--- src/rtl/psram_seq_pkg.sv ---
package psram_seq_pkg;
  typedef enum logic [2:0] {
    ST_IDLE, ST_SETUP, ST_ACCESS, ST_HOLD, ST_PRE
  } seqState_t;

  typedef struct packed {
    logic captureReq;
    logic sampleRd;
    logic driveBus;
  } seqStrobes_t;
endpackage

--- src/rtl/psram_seq_ctrl.sv ---
module psram_seq_ctrl
  import psram_seq_pkg::*;
#(
  parameter int SETUP_CYC  = 1,
  parameter int ACCESS_CYC = 16,
  parameter int HOLD_CYC   = 2,
  parameter int PRE_CYC    = 11
) (
  input  logic        clk,
  input  logic        rstN,
  input  logic        reqValid,
  input  logic        reqWrite,
  output logic        reqReady,
  output logic        memCe1N,
  output logic        memCe2,
  output logic        memWeN,
  output logic        memOeN,
  output seqStrobes_t strobes
);
  localparam int MAX_AB  = (SETUP_CYC > ACCESS_CYC) ? SETUP_CYC : ACCESS_CYC;
  localparam int MAX_CD  = (HOLD_CYC > PRE_CYC) ? HOLD_CYC : PRE_CYC;
  localparam int MAX_CYC = (MAX_AB > MAX_CD) ? MAX_AB : MAX_CD;
  localparam int CNT_W   = $clog2(MAX_CYC + 1);

  seqState_t        state;
  logic [CNT_W-1:0] cnt;
  logic             isWrite;
  logic             selActive;

  always_ff @(posedge clk) begin
    if (!rstN) begin
      state   <= ST_IDLE;
      cnt     <= '0;
      isWrite <= 1'b0;
    end else begin
      case (state)
        ST_IDLE: if (reqValid) begin
          state   <= ST_SETUP;
          cnt     <= CNT_W'(SETUP_CYC - 1);
          isWrite <= reqWrite;
        end
        ST_SETUP: if (cnt == '0) begin
          state <= ST_ACCESS;
          cnt   <= CNT_W'(ACCESS_CYC - 1);
        end else cnt <= cnt - 1'b1;
        ST_ACCESS: if (cnt == '0) begin
          state <= ST_HOLD;
          cnt   <= CNT_W'(HOLD_CYC - 1);
        end else cnt <= cnt - 1'b1;
        ST_HOLD: if (cnt == '0) begin
          state <= ST_PRE;
          cnt   <= CNT_W'(PRE_CYC - 1);
        end else cnt <= cnt - 1'b1;
        ST_PRE: if (cnt == '0) state <= ST_IDLE;
                else cnt <= cnt - 1'b1;
        default: state <= ST_IDLE;
      endcase
    end
  end

  always_comb begin
    reqReady            = (state == ST_IDLE);
    selActive           = (state == ST_ACCESS) || (state == ST_HOLD);
    memCe1N             = !selActive;
    memCe2              = selActive;
    memWeN              = !((state == ST_ACCESS) && isWrite);
    memOeN              = !((state == ST_ACCESS) && !isWrite);
    strobes.captureReq  = (state == ST_IDLE) && reqValid;
    strobes.sampleRd    = (state == ST_ACCESS) && !isWrite && (cnt == '0);
    strobes.driveBus    = isWrite && ((state == ST_SETUP) ||
                          (state == ST_ACCESS) || (state == ST_HOLD));
  end

  // Counts deselected cycles, saturating at PRE_CYC, to check the precharge gap.
  logic [CNT_W-1:0] deselCnt;
  always_ff @(posedge clk) begin
    if (!rstN)                            deselCnt <= CNT_W'(PRE_CYC);
    else if (selActive)                   deselCnt <= '0;
    else if (deselCnt < CNT_W'(PRE_CYC))  deselCnt <= deselCnt + 1'b1;
  end

  a_r7_precharge_gap: assert property (@(posedge clk) disable iff (!rstN)
    (selActive && !$past(selActive)) |-> (deselCnt >= CNT_W'(PRE_CYC)));
  a_r8_strobe_needs_select: assert property (@(posedge clk) disable iff (!rstN)
    (!memWeN || !memOeN) |-> (!memCe1N && memCe2));
  a_r8_strobes_exclusive: assert property (@(posedge clk) disable iff (!rstN)
    !(!memWeN && !memOeN));
  a_r2_busy_after_accept: assert property (@(posedge clk) disable iff (!rstN)
    (reqValid && reqReady) |=> !reqReady);
endmodule

--- src/rtl/psram_seq_dp.sv ---
module psram_seq_dp
  import psram_seq_pkg::*;
#(
  parameter int ADDR_W = 18,
  parameter int DATA_W = 8
) (
  input  logic              clk,
  input  logic              rstN,
  input  seqStrobes_t       strobes,
  input  logic [ADDR_W-1:0] reqAddr,
  input  logic [DATA_W-1:0] reqWdata,
  input  logic [DATA_W-1:0] memDqIn,
  output logic [ADDR_W-1:0] memAddr,
  output logic [DATA_W-1:0] memDqOut,
  output logic              memDqOutEn,
  output logic [DATA_W-1:0] rdData,
  output logic              rdValid
);
  logic [ADDR_W-1:0] addrReg;
  logic [DATA_W-1:0] wdataReg;
  logic [DATA_W-1:0] rdReg;
  logic              rdValidReg;

  always_ff @(posedge clk) begin
    if (!rstN) begin
      addrReg    <= '0;
      wdataReg   <= '0;
      rdReg      <= '0;
      rdValidReg <= 1'b0;
    end else begin
      if (strobes.captureReq) begin
        addrReg  <= reqAddr;
        wdataReg <= reqWdata;
      end
      if (strobes.sampleRd) rdReg <= memDqIn;
      rdValidReg <= strobes.sampleRd;
    end
  end

  assign memAddr    = addrReg;
  assign memDqOut   = wdataReg;
  assign memDqOutEn = strobes.driveBus;
  assign rdData     = rdReg;
  assign rdValid    = rdValidReg;

  a_r4_rdvalid_single: assert property (@(posedge clk) disable iff (!rstN)
    rdValid |=> !rdValid);
  a_r6_no_drive_on_read_capture: assert property (@(posedge clk) disable iff (!rstN)
    strobes.sampleRd |-> !memDqOutEn);
endmodule

--- src/rtl/psram_seq.sv ---
module psram_seq
  import psram_seq_pkg::*;
#(
  parameter int ADDR_W     = 18,
  parameter int DATA_W     = 8,
  parameter int SETUP_CYC  = 1,
  parameter int ACCESS_CYC = 16,
  parameter int HOLD_CYC   = 2,
  parameter int PRE_CYC    = 11
) (
  input  logic              clk,
  input  logic              rstN,
  input  logic              reqValid,
  output logic              reqReady,
  input  logic              reqWrite,
  input  logic [ADDR_W-1:0] reqAddr,
  input  logic [DATA_W-1:0] reqWdata,
  output logic              rdValid,
  output logic [DATA_W-1:0] rdData,
  output logic              memCe1N,
  output logic              memCe2,
  output logic              memWeN,
  output logic              memOeN,
  output logic [ADDR_W-1:0] memAddr,
  output logic [DATA_W-1:0] memDqOut,
  output logic              memDqOutEn,
  input  logic [DATA_W-1:0] memDqIn
);
  seqStrobes_t strobes;

  psram_seq_ctrl #(
    .SETUP_CYC(SETUP_CYC), .ACCESS_CYC(ACCESS_CYC),
    .HOLD_CYC(HOLD_CYC), .PRE_CYC(PRE_CYC)
  ) u_ctrl (
    .clk(clk), .rstN(rstN), .reqValid(reqValid), .reqWrite(reqWrite),
    .reqReady(reqReady), .memCe1N(memCe1N), .memCe2(memCe2),
    .memWeN(memWeN), .memOeN(memOeN), .strobes(strobes)
  );

  psram_seq_dp #(.ADDR_W(ADDR_W), .DATA_W(DATA_W)) u_dp (
    .clk(clk), .rstN(rstN), .strobes(strobes), .reqAddr(reqAddr),
    .reqWdata(reqWdata), .memDqIn(memDqIn), .memAddr(memAddr),
    .memDqOut(memDqOut), .memDqOutEn(memDqOutEn), .rdData(rdData),
    .rdValid(rdValid)
  );

  logic selNow;
  assign selNow = !memCe1N && memCe2;

  a_r3_addr_stable_selected: assert property (@(posedge clk) disable iff (!rstN)
    (selNow && $past(selNow)) |-> $stable(memAddr));
  a_r6_no_contention: assert property (@(posedge clk) disable iff (!rstN)
    !(memDqOutEn && !memOeN));
  a_r5_drive_during_write_strobe: assert property (@(posedge clk) disable iff (!rstN)
    !memWeN |-> memDqOutEn);
endmodule

--- config.mk ---
export PLATFORM = sky130hd
export DESIGN_NAME = psram_seq
export DESIGN_NICKNAME = d
export VERILOG_FILES = /design/src/rtl/psram_seq_pkg.sv /design/src/rtl/psram_seq_ctrl.sv /design/src/rtl/psram_seq_dp.sv /design/src/rtl/psram_seq.sv
export SDC_FILE = /design/constraint.sdc
export NUM_CORES = 1
export LEC_CHECK = 0
export CORE_AREA = 2 2 75 70
export CTS_BUF_LIST = sky130_fd_sc_hd__clkbuf_8
export DETAILED_ROUTE_END_ITERATION = 6
export DIE_AREA = 0 0 77 72
export PLACE_DENSITY = 0.74
export SLEW_MARGIN = 10
export SYNTH_ARGS = -nofsm -noshare
export SYNTH_HDL_FRONTEND = slang
export SYNTH_SLANG_ARGS = --single-unit
--- constraint.sdc ---
create_clock -name clk -period 3.07 [get_ports clk]
set_clock_uncertainty 0.1 [all_clocks]
set_input_delay 0.307 -clock clk [delete_from_list [all_inputs] [get_ports clk]]
set_output_delay 0.307 -clock clk [all_outputs]
set_load 0.02 [all_outputs]
==> results of run 1 <==
-- worst paths after layout --
check / from / endpoint / slack, ns
hold / removal: u_dp.memAddr[4]$_SDFFE_PN0P_ / u_dp.memAddr[4]$_SDFFE_PN0P_ / 0.36
hold reg to reg: u_dp.memAddr[4]$_SDFFE_PN0P_ / u_dp.memAddr[4]$_SDFFE_PN0P_ / 0.36
setup reg to reg: u_ctrl.cnt[0]$_SDFFE_PN0P_ / u_dp.rdData[2]$_SDFFE_PN0P_ / 0.54
setup / recovery: u_ctrl.cnt[0]$_SDFFE_PN0P_ / u_dp.rdData[2]$_SDFFE_PN0P_ / 0.54
-- stage by stage --
stage,total power [W],worst slack [ns],utilization [%]
finish,0.00234,0.542,58.0
global route,0.00251,0.355,58.0
CTS,0.00236,0.541,58.0
detailed placement,0.00188,0.572,55.5
global placement,0.00186,0.649,55.5
floorplan,0.00147,0.805,-
-- critical path, delay by kind of cell (launching register included) --
kind | cells | cell delay (ns)
flops | 1 | 0.39
simple gates | 3 | 1.33
buf+inv | 1 | 0.12
fa+ha+maj | 1 | 0.21
mux | 1 | 0.25
-- state kept, by name, summed over array words and instances, names as in the netlist --
signal	flops
u_ctrl.cnt	5
u_ctrl.isWrite	1
u_ctrl.state	3
u_dp.memAddr	18
u_dp.memDqOut	8
u_dp.rdData	8
u_dp.rdValid	1
-- cell usage in the layout (no fill, tap or decap) --
master and n:
sky130_fd_sc_hd__a31oi_1 2, sky130_fd_sc_hd__buf_4 4, sky130_fd_sc_hd__nor2_1 17, sky130_fd_sc_hd__nor4_1 2
sky130_fd_sc_hd__or4_1 1, sky130_fd_sc_hd__bufinv_16 1, sky130_fd_sc_hd__o311a_1 1, sky130_fd_sc_hd__and2_1 1
sky130_fd_sc_hd__a21oi_1 31, sky130_fd_sc_hd__a221oi_1 3, sky130_fd_sc_hd__a21o_1 1, sky130_fd_sc_hd__o32ai_1 1
sky130_fd_sc_hd__or4b_1 1, sky130_fd_sc_hd__a2bb2oi_1 1, sky130_fd_sc_hd__nand4_1 2, sky130_fd_sc_hd__mux2_2 1
sky130_fd_sc_hd__xnor2_1 1, sky130_fd_sc_hd__mux2i_1 10, sky130_fd_sc_hd__inv_1 5, sky130_fd_sc_hd__nor3b_1 1
sky130_fd_sc_hd__and2b_2 1, sky130_fd_sc_hd__and3_1 2, sky130_fd_sc_hd__o21ai_0 3, sky130_fd_sc_hd__nand2_1 59
sky130_fd_sc_hd__xor2_1 1, sky130_fd_sc_hd__or2_2 1, sky130_fd_sc_hd__ha_1 1, sky130_fd_sc_hd__clkbuf_8 6
sky130_fd_sc_hd__a311oi_1 1, sky130_fd_sc_hd__clkdlybuf4s50_1 78, sky130_fd_sc_hd__dfxtp_1 44, sky130_fd_sc_hd__clkinv_4 1
sky130_fd_sc_hd__nand3_1 3, sky130_fd_sc_hd__nor4b_1 3, sky130_fd_sc_hd__clkinv_1 1, sky130_fd_sc_hd__nor3_1 5
sky130_fd_sc_hd__or3_1 1
-- synthesized netlist by cell type --
cell	n
sky130_fd_sc_hd__xnor2_1	1
sky130_fd_sc_hd__nor4_1	2
sky130_fd_sc_hd__clkinv_1	1
sky130_fd_sc_hd__a2bb2oi_1	1
sky130_fd_sc_hd__mux2_2	1
sky130_fd_sc_hd__or3_1	1
sky130_fd_sc_hd__xor2_1	1
sky130_fd_sc_hd__nor2_1	17
sky130_fd_sc_hd__buf_6	1
sky130_fd_sc_hd__or4b_1	1
sky130_fd_sc_hd__buf_1	1
sky130_fd_sc_hd__dfxtp_1	44
sky130_fd_sc_hd__or4_1	1
sky130_fd_sc_hd__o32ai_1	1
sky130_fd_sc_hd__and2_1	1
sky130_fd_sc_hd__clkbuf_2	1
sky130_fd_sc_hd__or2_2	1
sky130_fd_sc_hd__mux2i_1	10
sky130_fd_sc_hd__clkbuf_8	1
sky130_fd_sc_hd__inv_1	5
sky130_fd_sc_hd__ha_1	1
sky130_fd_sc_hd__and2b_2	1
sky130_fd_sc_hd__dlymetal6s2s_1	1
sky130_fd_sc_hd__a221oi_1	3
sky130_fd_sc_hd__nor4b_1	3
sky130_fd_sc_hd__o21ai_0	3
sky130_fd_sc_hd__nand4_1	2
sky130_fd_sc_hd__a31oi_1	2
sky130_fd_sc_hd__nor3_1	5
sky130_fd_sc_hd__and3_1	2
sky130_fd_sc_hd__nand2_1	59
sky130_fd_sc_hd__a21oi_1	31
sky130_fd_sc_hd__nor3b_1	1
sky130_fd_sc_hd__nand3_1	3
sky130_fd_sc_hd__a311oi_1	1
sky130_fd_sc_hd__a21o_1	1
sky130_fd_sc_hd__o311a_1	1
sky130_fd_sc_hd__clkbuf_1	11
-- metal layers --
metal	track usage [%]	routed length, um
met1	22.3	2110
met2	26.3	1980
met3	8.83	493
met4	5.16	34
met5	0	0
-- area by class of cell --
type                            instances  share of cell area (%)
Multi-Input combinational cell        158                    30.4
Tap cell                               65                    2.95
Sequential cell                        44                    32.0
Clock inverter                          2                    1.41
Timing Repair Buffer                   82                    29.5
Inverter                                6                   0.818
Clock buffer                            6                    3.00
-- cells by family (layout without fill, tap and decap cells) --
kind of cell | Yosys count | in the layout | synth area share [%]
xor gates and xnor gates | 2 | 2 | 0.959
and+or+nand+nor | 100 | 100 | 24.2
buffers and inverters | 22 | 96 | 6.03
DFF | 44 | 44 | 48.2
muxes | 11 | 11 | 6.10
AOI/OAI and AO/OA | 44 | 44 | 13.8
adders and majority gates | 1 | 1 | 0.685
-- power groups by stage --
stage,registers [W],logic [W],clock network [W]
finish,0.000800,0.00107,0.000470
CTS,0.000800,0.00107,0.000484
floorplan,0.000871,0.000603,0
global route,0.000827,0.00118,0.000506
detailed placement,0.000812,0.00107,0
global placement,0.000807,0.00105,0
==> results.md, run 1 <==
Synthesis:
- Counting flops and latches in the post-synthesis netlist gives 44.
- After technology mapping, the gate count stands at 224.
- For this run, the number of Yosys warnings is 0.
- Counting distinct cell types in the post-synthesis netlist gives 38.
- The cell area after technology mapping is between 1500 and 2000 um2.
- The number of nets handed over by synthesis was ~260.
- The portion of the post-synthesis area used by sequential elements is approximately half.
- The area share of the largest cell type after synthesis is 48.2%.
- In the post-synthesis netlist, the biggest area contributors are sky130_fd_sc_hd__dfxtp_1, sky130_fd_sc_hd__nand2_1, sky130_fd_sc_hd__a21oi_1.
- After synthesis, the mean cell area works out to just over 8 um2.
- The cell accounting for the most synthesized area is sky130_fd_sc_hd__dfxtp_1.

Global routing:
- The total overflow left after global routing is 0.
- The number of global-route vias before repair was ~1700.
- The global routing usage summed across all routing layers is around 18%.
- The pin count of the biggest net entering global routing is 28.
- The initial antenna violation count is 0.
- The first-pass GRT wire length is ~7800 um.

Place:
- The number of buffer cells added on primary ports is 78.
- The cell area after placement is approximately 2600 um2.
- The weighted congestion reported at the end of routability-driven placement is 0.943.
- Detailed placement ended at an HPWL of between 3000 and 4000 um.
- The cell count after placement is 355.

Finish:
- The sequential cells in the finished layout cover a total of roughly 900 um2.
- In the final layout, the share of cells above drive strength 1 is under 10%.
- The layout has 448 filler cells.
- The number of standard cells in the layout, taps in and fillers out is approximately 360.
- Summing all multi-input logic gate instances after layout gives between 800 and 900 um2.
- 0 antenna diodes ended up in the layout.
- The cell area after layout is around 2800 um2.
- The net count reported at finish is approximately 340.
- Compared with the post-synthesis result, the final layout area differs by 50.7%.

Clocking:
- The number of hold buffers added after CTS was 0.
- CTS saw 44 sinks.
- The TritonCTS clock tree is done.
- The post-CTS setup buffer count is 0.
- After clock tree synthesis, the clock-pin slew on the worst setup and hold paths is approximately 0.090 ns.
- In this run the clock root is driven by a sky130_fd_sc_hd__clkbuf_8.
- The H-tree was split into 2 levels.
- Clock latency on the worst-skew pair, taken at its later pin, is approximately 0.29 ns.
- The maximum clock path buffer count is 2.
- The number of CTS-inserted buffers is 5.
- Post-CTS repair changed the size of 0 cells.

Die:
- The count of standard-cell rows is 24.
- The area of the core is 4740 um2.
- The die footprint is ~5500 um2.
- The die is 77 um wide.
- From bottom edge to top edge, the die measures approximately 72 um.
- The boundary pin count is 79.
- Once the floorplan was initialized, standard cells occupied 38.5% of the core.

Timing:
- The worst-case headroom to the max-slew limit is between 60% and 70%.
- The final-report max-slew violation count came to 0.
- The total count of hold-check failures in the final report is 0.
- The routed design could run at a clock period as short as 2.53 ns.
- The final number of setup-violating endpoints is 0.
- For this run, the top clock speed supported by timing is just under 0.4 GHz.
- The worst path uses ~82% of the clock period.
- Setup repair after global routing left no endpoint under its margin.
- For the pin with the worst max-slew slack, the measured transition is roughly 0.47 ns.
- In the final timing run, aggregate negative setup slack is 0 ns.
- The worst hold margin is 0.356 ns.

Min path:
- The min-delay analysis places its worst path in the category reg2reg.
- The worst hold path stage count is 2.

Pwr:
- The part of the total power dissipated in the clock network is between 20% and 30%.
- Net switching is approximately two fifths of the power.
- For this design the ratio of total power to cell area is about 850 nW/um2.
- Per report_power, the combinational group accounts for between 40 and 50% of the total.
- For this design the static power due to leakage is between 1 and 1.5 nW.
- The maximum vdd ir drop is roughly 0.45 mV.
- Summed over all nets, the switching power comes to between 0.0008 and 0.0009 W.
- The internal power is approximately 0.0014 W.
- The sequential share of power is between 30% and 40%.

Critical path:
- For the worst flop-to-flop path, the logic depth is 6.
- The worst setup path is launched from a flip-flop.
- Walking the worst path, the cells encountered are inv_1, ha_1, or4b_1, or4_1, mux2i_1, nor2_1.
- The slowest stage of the critical path is the sky130_fd_sc_hd__or4_1 cell.
- For the worst setup path, the data arrival time is 2.60 ns.
- The kind of end point of the critical path is a flip-flop.
- Along the worst path, the maximum fanout reaches 9.
- STA puts the critical path data required time at ~3.1 ns.
- The worst setup path is of the reg2reg kind.
- On the worst path, the slowest cell contributes a delay of between 0.6 and 0.7 ns.

Drt:
- After detailed routing, the number of remaining DRC violations is 0.
- The detailed router finished its first iteration with approximately 100 violations.
- Summed over all layers, the routed wires come to between 4000 and 5000 um.
- The detailed router placed 1756 vias in this run.
- Dividing the detail-routed via count by the number of cells gives 4.84.
- The iteration count of the initial detailed-routing pass is 4.
- The mean routed wirelength per cell is ~13 um.
- Once detail routing completed, the nets flagged for antenna violations numbered 0.

Run:
- The total of max-cap violations is 0.

Status:
- The flow ran to the end, and the final reports show no timing, DRC or antenna violations.
Power figures use the tool's default switching activity.
==> run 2, diff against run 1 <==
Settings changed: CORE_AREA 2 2 75 70 to 2 2 76 70, DIE_AREA 0 0 77 72 to 0 0 78 72, PLACE_DENSITY 0.74 to 0.76.
Clock period 3.07 ns to 2.2 ns, I/O delays scaled along.
==> results.md, run 2 (same netlist as run 1, synthesis figures left out) <==
Finish:
- The post-route netlist has 7.59% of its cells at a drive strength greater than 1.
- The library cells used most frequently in the layout, excluding fill and tap cells, are sky130_fd_sc_hd__clkdlybuf4s50_1, sky130_fd_sc_hd__nand2_1, sky130_fd_sc_hd__dfxtp_1, sky130_fd_sc_hd__a21oi_1, sky130_fd_sc_hd__nor2_1.
- Leaving out fill and tap cells, the most frequent cell in the layout is sky130_fd_sc_hd__clkdlybuf4s50_1.
- The number of diodes added for antenna fixing is 0.
- From synthesis to final layout, the design area changed by 52.7%.
- The register with the most flip-flops in the layout has 18 of them.
- The final layout contains ~340 nets.

Pwr:
- The maximum vdd ir drop is 0.575 mV.
- For this design the ratio of total power to cell area is about 1100 nW/um2.
- Summed over all cells, the static leakage comes to between 1 and 1.5 nW.

Min path:
- The worst hold path startpoint is u_dp.memAddr[12]$_SDFFE_PN0P_.
- The capture endpoint of the worst hold path is u_dp.memAddr[12]$_SDFFE_PN0P_.
- The worst hold path stage count is 2.
- The type of the worst min-delay path is reg2reg.

Timing:
- The actual slew at the worst max-slew pin is between 0.4 and 0.5 ns.
- The minimum clock period is around 2.1 ns.
- The final number of setup-violating endpoints is 0.
- Headroom to the max-slew limit came out at between 70 and 80%.
- The total count of hold-check failures in the final report is 0.
- After routing, the total negative slack on setup checks comes to 0 ns.
- Dividing the final minimum period by the clock period gives a little over nine tenths.
- The final-report max-slew violation count is 0.
- The upper clock frequency limit is 0.475 GHz.
- Setup repair after global routing left no endpoint under its margin.
- The worst hold margin is around 0.35 ns.

Die:
- The area of the core is just under 5000 um2.
- The starting density of the core is around two fifths.
- During I/O placement, the number of pins put on the boundary was 79.
- The die is about 78 um wide.
- The die covers about 5600 um2.
- The height of the die is ~70 um.
- In this run the core area contains 24 standard-cell rows.

Clocking:
- The TritonCTS clock tree is done.
- The number of clock sinks is 44.
- The cell at the root of the clock tree is sky130_fd_sc_hd__clkbuf_8.
- The number of CTS-inserted buffers is 5.
- At the later pin of the worst-skew pair, clock insertion delay measures roughly 0.29 ns.
- Clock-pin slew was measured on the worst setup and hold paths at about 0.080 ns.
- The clock tree synthesis step divided the H-tree into 2 levels.
- Hold repair after CTS inserted 0 buffers.
- The maximum clock path buffer count is 2.

Drt:
- The iteration count of the initial detailed-routing pass is 4.
- The detail-routed via count per cell is 4.83.
- The DRC violation total after the first TritonRoute iteration is ~160.
- The detailed router placed roughly 1800 vias in this run.
- The DRC violation count after routing is 0.
- The count of nets left with antenna violations once routing finished came out at 0.
- For this block, the routed nets add up to between 4000 and 5000 um of wire.
- In the final routed layout, each cell accounts on average for 12.2 um.

Critical path:
- The source of the worst register-to-register timing path is u_ctrl.cnt[1]$_SDFFE_PN0P_.
- In this run the critical register-to-register path is captured at u_dp.rdData[7]$_SDFFE_PN0P_.
- The type of the worst setup path is reg2out.
- Setup slack on the worst reg-to-reg path comes out at about 0.14 ns.
- STA classifies the critical path endpoint as an output pin.
- Of all nets on the critical path, the largest fanout is 13.
- The worst endpoint data arrival time is about 1.8 ns.
- The category of the worst setup path launch point is a flip-flop.
- The required time of the worst setup path is between 1.5 and 2 ns.
- The worst register-to-register path has a depth of 7.

Status:
- The run finished with clean final reports.

Global routing:
- The number of global-route vias before repair is between 1500 and 2000.
- The first-pass GRT wire length is 7520 um.
- The pin count of the biggest net entering global routing is 30.
- The global routing usage summed across all routing layers is between 10% and 20%.
- Summed over all layers, the global routing overflow is 0.
- The initial antenna violation count is 0.

Run:
- The total of max-cap violations is 0.

Place:
- Routability-driven placement finished with a final weighted congestion of ~0.85.
- Summed over all nets, the half-perimeter wirelength after detailed placement is between 3000 and 4000 um.
- During placement, the flow inserted port buffers numbering 78.
[run 2: cell count changes in the layout (fill, tap and decap cells not counted), sizes merged]
| cell | before | now |
|---|---|---|
| buf | 4 | 10 |
| bufinv | 1 | 0 |
| clkbuf | 6 | 5 |
| clkdlybuf4s50 | 78 | 77 |
| clkinv | 2 | 1 |
| clkinvlp | 0 | 1 |
| dlymetal6s2s | 0 | 1 |
| inv | 5 | 6 |
[run 2: repair_timing]
action / 4_1_cts / 5_1_grt
resized for setup: 1 / 3
buffers inserted: 0 / 0
setup endpoints to repair: 1 / 2
[run 2: stage by stage]
step | worst slack, ns | instances | util, % | total power, W | instance area, um2
after floorplan | 0.0139 | 224 | - | 0.00208 | 1840
after global routing | 0.0138 | 368 | 58.1 | 0.00339 | 2790
after CTS | 0.0395 | 368 | 57.9 | 0.00318 | 2780
after detailed placement | 0.128 | 361 | 56.2 | 0.00271 | 2700
after global placement | 0.200 | 361 | 56.2 | 0.00268 | 2700
final | 0.0960 | 368 | 58.1 | 0.00315 | 2790
[run 2: report_power, final]
| part | switching (W) | internal [W] | total, W |
|---|---|---|---|
| registers | 0.000121 | 0.000966 | 0.00109 |
| logic | 0.000855 | 0.000746 | 0.00160 |
| clock network | 0.000251 | 0.000211 | 0.000462 |
[run 2: worst max path at each step]
stage / from / to / slack [ns]
2_1_floorplan: u_ctrl.cnt[0]$_SDFFE_PN0P_ / u_dp.rdData[0]$_SDFFE_PN0P_ / 0.01
3_3_place_gp: u_ctrl.cnt[1]$_SDFFE_PN0P_ / u_dp.rdData[2]$_SDFFE_PN0P_ / 0.20
3_5_place_dp: u_ctrl.cnt[1]$_SDFFE_PN0P_ / u_dp.rdData[7]$_SDFFE_PN0P_ / 0.13
4_1_cts: u_ctrl.state[2]$_SDFFE_PN0P_ / memDqOutEn / 0.04
5_1_grt: u_ctrl.cnt[1]$_SDFFE_PN0P_ / u_dp.rdData[3]$_SDFFE_PN0P_ / 0.01
6_report: u_ctrl.state[0]$_SDFFE_PN0P_ / memDqOutEn / 0.1
[run 2: cell type report]
class,count,area (um2)
Sequential cell,44,882
Clock buffer,5,68.8
Timing Repair Buffer,88,875
Tap cell,65,81.3
Inverter,6,26.3
Fill cell,433,2010
Multi-Input combinational cell,158,848
Clock inverter,2,8.76
[run 2: worst max-delay path, cell delays in order, from the launching register on]
cell,delay [ns]
sky130_fd_sc_hd__dfxtp_2,0.39
sky130_fd_sc_hd__or2_2,0.38
sky130_fd_sc_hd__and3_1,0.20
sky130_fd_sc_hd__clkdlybuf4s50_1,0.53
[run 2: metal layers]
layer / vias to the layer above / wire, um / track usage [%]
met4: 0 / 14 / 3.51
li1: 914 / - / -
met3: 2 / 392 / 6.84
met1: 806 / 1940 / 19.6
met5: - / 0 / 0
met2: 57 / 2140 / 28.1
==> run 3, diff against run 2 <==
Settings changed: CORE_AREA 2 2 76 70 to 2 2 86 80, DIE_AREA 0 0 78 72 to 0 0 88 82, PLACE_DENSITY 0.76 to unset.
==> results.md, run 3 (same netlist as run 1, synthesis figures left out) <==
Place:
- The number of buffer cells added on primary ports is around 80.
- At the end of routability-driven placement, the weighted congestion stood at between 0.8 and 0.9.
- After legalization and detailed placement, the total HPWL measured 3380 um.
- The cell count after placement is roughly 390.

Pwr:
- The combinational cell fraction of total power is around half.
- The maximum vdd ir drop is 0.390 mV.
- The internal power is 0.00209 W.
- The switching share of power is 37.9%.
- The power per cell area is 1160 nW/um2.
- The part of the total power dissipated in the clock network is between 10% and 20%.
- The cell leakage power is between 1 and 1.5 nW.
- Sequential cells burn between 30% and 40% of the power.
- In this run the power spent charging and discharging nets is approximately 0.0013 W.

Critical path:
- Along the worst path, the maximum fanout reaches 7.
- STA classifies the critical path startpoint as a flip-flop.
- The worst endpoint data arrival time is roughly 1.8 ns.
- The source of the worst register-to-register timing path is u_ctrl.cnt[1]$_SDFFE_PN0P_.
- The kind of end point of the critical path is an output pin.
- The critical path ends at memDqOutEn.
- The number of cells on the worst reg-to-reg path is 7.
- The type of the worst setup path is reg2out.
- In this run the critical register-to-register path is captured at u_dp.rdData[4]$_SDFFE_PN0P_.
- In this run the worst setup path begins at u_ctrl.state[0]$_SDFFE_PN0P_.
- The required time of the worst setup path is approximately 1.9 ns.
- Across all register-to-register paths, the minimum setup slack is ~0.12 ns.

Global routing:
- Entering global routing, the biggest net connects 20 pins.
- The first global-routing pass estimated between 7000 and 8000 um of wire.
- The global-route congestion overflow total is 0.
- The initial antenna violation count is 0.
- The number of global-route vias before repair is between 1500 and 2000.
- For this run, the total global-route usage over all layers was measured as a little over an eighth.

Timing:
- The worst pin sits at a relative slew slack of 69.2%.
- Setup total negative slack on the finished layout was measured at 0 ns.
- The final number of setup-violating endpoints is 0.
- In the finished design, the share of the clock period the worst path needs comes to 95.3%.
- The minimum clock period is about 2.1 ns.
- The total count of hold-check failures in the final report is 0.
- The worst hold margin is 0.355 ns.
- The final-report max-slew violation count came to 0.
- For this run, the top clock speed supported by timing is approximately 0.48 GHz.
- Setup repair after global routing left no endpoint under its margin.
- The actual slew at the worst max-slew pin is 0.461 ns.

Clocking:
- The post-CTS resize count is 0.
- The cell at the root of the clock tree is sky130_fd_sc_hd__clkbuf_8.
- The maximum clock path buffer count is 2.
- The number of clock sinks is 44.
- The later pin in the worst-skew pair is clocked with a latency of just under 0.3 ns.
- The TritonCTS clock tree is done.
- Buffers inserted to repair hold after CTS numbered 0.
- The post-CTS setup buffer count is 0.
- The number of CTS-inserted buffers is 5.
- The maximum level of the CTS H-tree is 2.
- The clock-pin slew on the worst setup and hold paths is approximately 0.09 ns.

Finish:
- The library cells used most frequently in the layout, excluding fill and tap cells, are sky130_fd_sc_hd__clkdlybuf4s50_1, sky130_fd_sc_hd__nand2_1, sky130_fd_sc_hd__dfxtp_1, sky130_fd_sc_hd__a21oi_1, sky130_fd_sc_hd__nor2_1.
- The finished layout holds 400 standard cells, fillers aside.
- The sequential cells in the finished layout cover a total of roughly 880 um2.
- The combined area of the multi-input logic cells is 848 um2.
- The number of diodes added for antenna fixing is 0.
- The area growth from synthesis to final layout is 58.5%.
- The number of flip-flops under the largest register name is 18.
- Of the cells placed in the final design, the portion with a size suffix greater than 1 is roughly a tenth.
- The net count reported at finish is 348.
- For this run, the share of the core covered by cells in the final layout is 45.7%.
- The library cell used most frequently in the layout, excluding fill and tap cells, is sky130_fd_sc_hd__clkdlybuf4s50_1.
- The total of fill cells in the finished design is 640.

Drt:
- The mean routed wirelength per cell is ~12 um.
- Across all layers, the routed design uses 1820 vias.
- The iteration count of the initial detailed-routing pass is 4.
- Once detail routing completed, the nets flagged for antenna violations numbered 0.
- The detail-routed via count per cell is roughly 4.6.
- The DRC violation count after routing is 0.
- For this block, the routed nets add up to 4670 um of wire.
- The DRC violation total after the first TritonRoute iteration is 77.

Die:
- In this run the core area contains 28 standard-cell rows.
- The die covers roughly 7000 um2.
- The boundary pin count is between 70 and 80.
- From bottom edge to top edge, the die measures 82 um.
- In this run the standard cell core region covers 6340 um2.
- The horizontal extent of the die is ~88 um.
- The starting density of the core is approximately 29%.

Run:
- The total of max-cap violations is 0.

Status:
- The run finished with clean final reports.

Min path:
- The type of the worst min-delay path is reg2reg.
[run 3: cell types whose count changed in the layout (fill, tap and decap cells not counted)]
cell	previous run	this run
sky130_fd_sc_hd__buf_4	8	14
sky130_fd_sc_hd__bufinv_16	0	1
sky130_fd_sc_hd__dfxtp_1	43	44
sky130_fd_sc_hd__dfxtp_2	1	0
[run 3: final cells by class]
cell class | count | share of cell area [%]
tap | 90 | 3.89
clock buffer | 5 | 2.38
sequential | 44 | 30.4
timing repair buffer | 94 | 31.8
clock inverter | 3 | 1.34
inverter | 6 | 0.908
multi-input combinational | 158 | 29.3
[run 3: per-stage QoR]
stage                     total power, W  area, um2  setup WS [ns]
after floorplan                  0.00208       1840         0.0139
after global placement           0.00278       2780          0.182
after detailed placement         0.00278       2780          0.121
after CTS                        0.00340       2890         0.0558
after global routing             0.00360       2900         0.0179
final                            0.00337       2900          0.104
[run 3: power by group through the flow]
stage / combinational, W / clock [W] / sequential (W)
after floorplan: 0.000860 / 0 / 0.00122
after global placement: 0.00169 / 0 / 0.00109
after detailed placement: 0.00169 / 0 / 0.00109
after CTS: 0.00170 / 0.000627 / 0.00107
after global routing: 0.00185 / 0.000655 / 0.00110
final: 0.00170 / 0.000605 / 0.00107
[run 3: how the worst min path moves through the flow]
stage	slack (ns)	to	from	cells past startpoint
floorplan	0.25	u_ctrl.cnt[0]$_SDFFE_PN0P_	rstN	1
CTS	0.36	u_dp.memAddr[6]$_SDFFE_PN0P_	reqAddr[6]	3
detailed placement	0.35	u_dp.memDqOut[4]$_SDFFE_PN0P_	u_dp.memDqOut[4]$_SDFFE_PN0P_	2
global route	0.36	u_dp.memAddr[6]$_SDFFE_PN0P_	reqAddr[6]	3
finish	0.35	u_dp.memDqOut[4]$_SDFFE_PN0P_	u_dp.memDqOut[4]$_SDFFE_PN0P_	2
global placement	0.34	u_dp.memAddr[6]$_SDFFE_PN0P_	u_dp.memAddr[6]$_SDFFE_PN0P_	2
[run 3: metal layers]
layer | wire [um] | up-vias | GRT usage (%)
met1 | 2090 | 817 | 16.3
met4 | 43 | 0 | 4.00
met5 | 0 | - | 0
li1 | - | 924 | -
met2 | 2100 | 72 | 20.8
met3 | 436 | 7 | 5.03
[run 3: worst max-delay path: stages (launching register included)]
cell and delay [ns]:
sky130_fd_sc_hd__dfxtp_1 0.36, sky130_fd_sc_hd__or2_2 0.38, sky130_fd_sc_hd__and3_1 0.21, sky130_fd_sc_hd__clkdlybuf4s50_1 0.53
